File: config.mk
export PLATFORM = sky130hd
export DESIGN_NAME = systolic_matmul
export DESIGN_NICKNAME = d
export VERILOG_FILES = /design/src/rtl/systolic_matmul.sv
export SDC_FILE = /design/constraint.sdc
export NUM_CORES = 2
export LEC_CHECK = 0
export BUFFER_PORTS_ARGS = -buffer_cell sky130_fd_sc_hd__buf_2
export CAP_MARGIN = 20
export CORE_MARGIN = 2
export CORE_UTILIZATION = 55
export CTS_CLUSTER_DIAMETER = 100
export DETAILED_ROUTE_END_ITERATION = 7
export GPL_TIMING_DRIVEN = 0
export PLACE_DENSITY = 0.78
export SYNTH_ARGS = -nofsm -noshare
export SYNTH_HDL_FRONTEND = slang
export SYNTH_SLANG_ARGS = --single-unit
File: constraint.sdc
create_clock -name clk -period 9.1 [get_ports clk]
set_input_delay 0.91 -clock clk [delete_from_list [all_inputs] [get_ports clk]]
set_output_delay 0.91 -clock clk [all_outputs]
set_load 0.005 [all_outputs]
File: src/rtl/systolic_matmul.sv
module systolic_matmul #(
  parameter int N = 4,
  parameter int W = 8,
  localparam int AW = 2*W + $clog2(N)
) (
  input  logic              clk,
  input  logic              rst_n,
  input  logic              start,
  input  logic [N*N*W-1:0]  a_mat,
  input  logic [N*N*W-1:0]  b_mat,
  output logic              busy,
  output logic              out_valid,
  output logic [N*AW-1:0]   out_row,
  output logic              done
);

  localparam int TC = 3*N - 2;
  localparam int CW = $clog2(4*N);

  typedef enum logic [1:0] {S_IDLE, S_COMP, S_DRAIN} st_t;

  st_t           st;
  logic [CW-1:0] cnt;
  logic          go;

  logic signed [W-1:0] a_lat [N][N];
  logic signed [W-1:0] b_lat [N][N];
  logic signed [W-1:0] a_inj [N];
  logic signed [W-1:0] b_inj [N];

  assign go        = start && (st == S_IDLE);
  assign busy      = (st != S_IDLE);
  assign out_valid = (st == S_DRAIN);

  always_ff @(posedge clk) begin
    if (!rst_n) begin
      st   <= S_IDLE;
      cnt  <= '0;
      done <= 1'b0;
    end else begin
      done <= 1'b0;
      case (st)
        S_IDLE: if (start) begin
          st  <= S_COMP;
          cnt <= '0;
        end
        S_COMP: if (cnt == CW'(TC-1)) begin
          st  <= S_DRAIN;
          cnt <= '0;
        end else begin
          cnt <= cnt + 1'b1;
        end
        S_DRAIN: if (cnt == CW'(N-1)) begin
          st   <= S_IDLE;
          done <= 1'b1;
        end else begin
          cnt <= cnt + 1'b1;
        end
        default: st <= S_IDLE;
      endcase
    end
  end

  always_ff @(posedge clk) begin
    if (go) begin
      for (int r = 0; r < N; r++) begin
        for (int k = 0; k < N; k++) begin
          a_lat[r][k] <= a_mat[(r*N+k)*W +: W];
          b_lat[r][k] <= b_mat[(r*N+k)*W +: W];
        end
      end
    end
  end

  always_comb begin
    for (int i = 0; i < N; i++) begin
      a_inj[i] = '0;
      b_inj[i] = '0;
      for (int k = 0; k < N; k++) begin
        if (st == S_COMP && int'(cnt) == i + k) begin
          a_inj[i] = a_lat[i][k];
          b_inj[i] = b_lat[k][i];
        end
      end
    end
  end

  for (genvar r = 0; r < N; r++) begin : g_row
    for (genvar c = 0; c < N; c++) begin : g_col
      logic signed [W-1:0]    a_q, b_q, a_in, b_in;
      logic signed [2*W-1:0]  prod;
      logic signed [AW-1:0]   acc_q, acc_up;

      if (c == 0) begin : g_left
        assign a_in = a_inj[r];
      end else begin : g_inner_a
        assign a_in = g_row[r].g_col[c-1].a_q;
      end

      if (r == 0) begin : g_top
        assign b_in   = b_inj[c];
        assign acc_up = '0;
      end else begin : g_inner_b
        assign b_in   = g_row[r-1].g_col[c].b_q;
        assign acc_up = g_row[r-1].g_col[c].acc_q;
      end

      assign prod = a_in * b_in;

      always_ff @(posedge clk) begin
        if (!rst_n || go) begin
          a_q   <= '0;
          b_q   <= '0;
          acc_q <= '0;
        end else if (st == S_COMP) begin
          a_q   <= a_in;
          b_q   <= b_in;
          acc_q <= acc_q + AW'(prod);
        end else if (st == S_DRAIN) begin
          acc_q <= acc_up;
        end
      end
    end
  end

  for (genvar c = 0; c < N; c++) begin : g_out
    assign out_row[c*AW +: AW] = g_row[N-1].g_col[c].acc_q;
  end

endmodule

== Word level (Yosys, flattened, before mapping) ==
Memory sizes are Yosys's and may differ from the RTL's.
Cells that the tools add are included.
Word-level totals
  register bits after elaboration: 487
  latch bits: 0
  RAM bits: 256
  memory bits (read-only): 0
  input bits: 259
  output and inout port bits: 75
  memories: 2
Operators by class
  add/subtract/negate cells: 17
  multiply operators: 16
  div/mod/pow operators: 0
  $lt $le $gt $ge: 0
  equal/unequal tests: 14
  shift operators: 0
  multiplexer cells: 72
  bitwise logic cells: 0
  reductions and logical operators: 18
Memories
  a_lat: words 4, bits a word 32, rd ports 4, clocked after Yosys merged registers in 0, write ports 4, RTL line 26  | logic signed [W-1:0] a_lat [N][N];
  b_lat: words 4, bits a word 32, rd ports 4, clocked after Yosys merged registers in 0, write ports 4, RTL line 27  | logic signed [W-1:0] b_lat [N][N];
Operator list (count)
  $mux 18: 29
  $add 18x16->18: 16
  $mul 8x8->16: 16
  $mux 8: 32
  $eq 4x4->1 const B: 4
  $mux 4: 3
  $pmux 4 s3: 1
  $eq 4x2->1 const B: 2
  $eq 4x3->1 const B: 2
  $logic_and 1x1->1: 8
  $mux 2: 3
  $ne 2x2->1 const B: 3
  $pmux 2 s3: 1
  $reduce_and 3->1: 2
  $add 4x1->4 const B: 1
  $logic_not 4->1: 1
  $reduce_bool 2->1: 2
  $mux 1: 3
  $reduce_bool 3->1: 1
  $eq 2x1->1 const B: 1
  $eq 2x2->1 const B: 1
  $logic_not 2->1: 1
  $ne 2x1->1 const B: 1
  $reduce_and 2->1: 1
  other kinds (2): 2

== Longest topological paths before layout ==
  word-level depth: 9
  mapped depth: 29
  depth with buffers taken out: 26

== Worst setup path before layout ==
Ideal clock, no wire load.
  kind: register -> register
  start: reg st[1]
  end: reg g_row[0].g_col[1].acc_q[15]
  setup time: 0.117 ns
  arrival time: 6.507 ns
  required time: 8.983 ns
  slack: 2.476 ns
  stages on the path, launching flop included: 25
  clock period less this slack: 6.624 ns
  cells stage by stage: dfxtp_1 -> inv_1 -> ha_1 -> nor2b_1 -> buf_4 -> nand3_1 -> clkbuf_1 -> o22ai_1 -> a31oi_1 -> and2_1 -> inv_1 -> fa_1 -> inv_1 -> fa_1 -> fa_1 -> fa_1 -> fa_1 -> ha_1 -> o21a_1 -> o21ai_0 -> or2_2 -> o21ai_0 -> a21o_1 -> a211o_1 -> a32o_1
Between the ends
  word-level cells in the longest chain between the ends: 9
  elaborated cells between the ends (all ways): 17
  classes of those cells: add/sub (1); mul (1); eq/ne (2); mux (5); reduce/logical (8)
RTL lines
  from (decl): RTL line 22  | st_t st;
  from (signal assigned): RTL line 37  | st <= S_IDLE;
  from (signal assigned): RTL line 44  | st <= S_COMP;
  from (signal assigned): RTL line 48  | st <= S_DRAIN;
  $eq 2x1->1: RTL line 80, 115
  $logic_and 1x1->1: RTL line 80  | if (st == S_COMP && int'(cnt) == i + k) begin
  $mux 8 (4 in a row): RTL line 80
  $mul 8x8->16: RTL line 108  | assign prod = a_in * b_in;
  $add 18x16->18: RTL line 118  | acc_q <= acc_q + AW'(prod);
  $mux 18: RTL line 115  | end else if (st == S_COMP) begin
  to (signal assigned): RTL line 118
  to (signal assigned): RTL line 120  | acc_q <= acc_up;
  to (decl): RTL line 92  | logic signed [AW-1:0] acc_q, acc_up;
Several ways; a longest one is shown, not always the timed one.
A chain may end at the register's enable or synchronous reset.

== Worst setup path after layout ==
  start: reg st[1]
  end: reg g_row[3].g_col[0].acc_q[17]
Between the ends
  word-level cells in the longest chain between the ends: 9
  elaborated cells between the ends (all ways): 17
  classes of those cells: add/sub (1); mul (1); eq/ne (2); mux (5); reduce/logical (8)
RTL lines (RTL line)
  $eq 2x1->1: 80, 115
  $logic_and 1x1->1: 80
  $mux 8 (4 in a row): 80
  $mul 8x8->16: 108
  $add 18x16->18: 118
  $mux 18: 115
  to (signal assigned): 118
  to (signal assigned): 120
  to (decl): 92
Several ways; a longest one is shown, not always the timed one.

==> impl_metrics.toml <==
[yosys]
seq_area_frac_synth_pct = 21.8
synth_edf_count = 256
synth.top_cell.area_share_pct = 32.0
ys_top_cells_by_area = "fa_1 (32%), dfxtp_1 (12%), ha_1 (11%), edfxtp_1 (9.6%), inv_1 (7.3%)"
yosysMostFrequentCell = "inv_1"
synth_warnings = 0
syn_avg_cell_area_um2 = 9.88
syn-instance-count = 8109
synth_commonest_cells = "inv_1 (1560), fa_1 (1280), ha_1 (682)"
synthesis.nets = 10300
synth_top_cell_by_area = "fa_1"
syn_area_um2 = 80100
synth_ff_type = "dfxtp_1"
async_flop_share_pct = 0
ys_seq_elements = 743
synthDistinctLibCells = 82

[final_layout]
nFillCells = 12100
fin_nets = 10800
area_delta_synth_final_pct = 9.38
drive_gt1_share_pct = 6.98
final_util_pct = 60.4
stdcell_area_um2 = 87600

[routing]
wirelength_mm = 246
ant_nets = 0
met2_length_mm = 108
first_pass_iters = 6
wire_per_inst_um = 23.3
met1_length_mm = 91.7
dr_wl_met3_mm = 27.7
drtIter0Drc = 5588
top_layer_used = "met5"
vias = 60400
drc = 0
post_drt_via_cell_ratio = 5.73

[critical_path]
critPathMaxFanout = 11
cp_top_family = "adder cells"
cp_cell_sequence = "inv_1 -> ha_1 -> nor2b_1 -> buf_4 -> and3_1 -> clkbuf_1 -> clkbuf_1 -> a21o_1 -> and2_1 -> inv_1 -> fa_1 -> inv_1 -> fa_1 -> fa_1 -> fa_1 -> fa_1 -> ha_1 -> o21ai_0 -> o21bai_1 -> o211ai_1 -> a21boi_0 -> o31ai_1 -> xnor2_1 -> o22ai_1"
slowest_stage = "and2_1"
crit_start = "st[1]"
rr_endpoint = "g_row[3].g_col[0].acc_q[17]"
cp_num_cells = 24
path_buf_inv = 6
crit_type = "reg2reg"
r2r_setup_slack_ns = 0.93
cp.arrival_ns = 8.72
endpoint = "g_row[3].g_col[0].acc_q[17]"
critical_path.most_common_cell = "fa_1"
required_ns = 9.65
startpoint_type = "flop"
ff2ff_path_depth = 24
crit_path_end_kind = "flop"
r2r_start = "st[1]"
cpPeakStageDelay_ns = 0.76

[sta]
timing.final.max_slew_violations = 0
worst-slew-pin-transition_ns = 1.30
tns_ns = 0
relSlewSlack_pct = 13.6
fin_crit_sh_pct = 89.8
max_freq_mhz = 122
min_period_ns = 8.17
setup_viol = 0
hold_violations = 0
rsz0062_at_grt = "false"
skew_ns = 0.0527

[pwr]
p_int_mw = 8.33
p_leak_nw = 41.8
switching_share_pct = 44.7
powerDensity_nw_per_um2 = 172
ir_worst_vdd_mv = 0.220
p_comb_share_pct = 44.7
p_seq_share_pct = 30.5
net-switching-power_mw = 6.75
clockPowerShare_pct = 24.8

[worst_hold_path]
holdPathStages = 1
min-delay-path-class = "in2reg"

[placed_design]
gp_congestion = 1.03
placed_area_um2 = 84500
dp_hpwl_mm = 202
port_buffers = 333

[flow_run]
maxCapViolations = 0

[die]
die_area_um2 = 149000
std_cell_rows = 140
io_pins = 334
start_util_pct = 55.2
core_um2 = 145000
die_w_um = 386
die_h_um = 386

[grt]
grt_max_degree = 150
grt_remaining_overflow = 0
antenna_found_initial = 23
grtUsageTotal_pct = 34.0
grt_first_pass_wirelength_mm = 379
grt_pass1_vias = 63900

[clocking]
clk_pin_slew_ns = 0.07
cts_tree = "built"
cts_sinks = 743
cts_buffer_depth = 3
cts_resized = 0
clock_latency_ns = 0.73
cts_buffers = 86
cts-root-buf = "clkbuf_16"
postCtsSetupBuffers = 0
hold_buffers = 0
htree_levels = 3

[run_status]
status = "complete, no violations"
## stage by stage
| step | hold WS, ns | total power, mW | instances | setup slack (ns) |
|---|---|---|---|---|
| detailed placement | 0.485 | 11.1 | 10400 | 1.03 |
| global placement | 0.466 | 10.9 | 10400 | 0.927 |
| finish | 0.363 | 15.1 | 10500 | 0.926 |
| CTS | 0.325 | 14.8 | 10500 | 1.00 |
| global route | 0.342 | 15.7 | 10500 | 0.411 |
| floorplan | 0.448 | 8.33 | 8109 | 2.48 |
## area by class of cell
cell class	count	area (µm²)	share of cell area (%)
Clock buffer	113	2350	2.69
Timing Repair Buffer	359	2070	2.36
Buffer	336	1380	1.58
Multi-Input combinational cell	5466	55400	63.3
Tap cell	1917	2400	2.74
Inverter	1564	5880	6.71
Sequential cell	743	17400	19.9
Clock inverter	44	644	0.736
Antenna cell	6	15.0	0.0171
## power by group through the flow
stage	combinational (mW)	clock (mW)	sequential [mW]
5_1_grt	7.17	3.87	4.62
6_report	6.74	3.73	4.61
4_1_cts	6.50	3.74	4.57
3_5_place_dp	6.42	0	4.64
2_1_floorplan	3.89	0	4.44
3_3_place_gp	6.14	0	4.72
## per-layer routing
metal | track usage, % | vias to the layer above
li1 | - | 26500
met1 | 42.6 | 29900
met2 | 52.5 | 3173
met3 | 9.65 | 781
met4 | 20.2 | 38
met5 | 0 | -
## worst min-delay path by stage
| stage | startpoint | end | slack [ns] |
|---|---|---|---|
| finish | a_mat[107] | a_lat[3][19] | 0.36 |
| global route | a_mat[66] | a_lat[2][26] | 0.34 |
| CTS | a_mat[27] | a_lat[0][3] | 0.33 |
| detailed placement | g_row[1].g_col[1].acc_q[14] | g_row[2].g_col[1].acc_q[14] | 0.49 |
| global placement | g_row[1].g_col[1].acc_q[14] | g_row[2].g_col[1].acc_q[14] | 0.47 |
| floorplan | g_row[1].g_col[1].acc_q[14] | g_row[2].g_col[1].acc_q[14] | 0.45 |
## flip-flops by register name, indices dropped and copies added, names as in the netlist
name	cells
a_lat	128
g_row.g_col.acc_q	288
g_row.g_col.b_q	96
g_row.g_col.a_q	96
b_lat	128
cnt	4
st	2
done	1
## kinds of logic (layout without fill, tap and decap cells)
family	after synthesis	in the layout	synth area share, %
compound gates	1076	1076	8.93
xor+xnor	287	287	3.14
fa+ha+maj	1962	1962	42.7
buf+inv	1900	2416	9.04
flops	743	743	21.8
mux	297	297	3.72
other cells	0	6	0
simple gates	1844	1844	10.7
## layout by cell type, fill, tap and decap left out, drive strengths merged, types with 228 or more instances in the layout
cell	n
ha	682
inv	1567
buf	431
edfxtp	256
clkbuf	377
a21oi	276
fa	1280
mux2i	293
nor2	568
and2	441
dfxtp	487
xnor2	228
nand2	590
(Power assumes the default switching activity.)
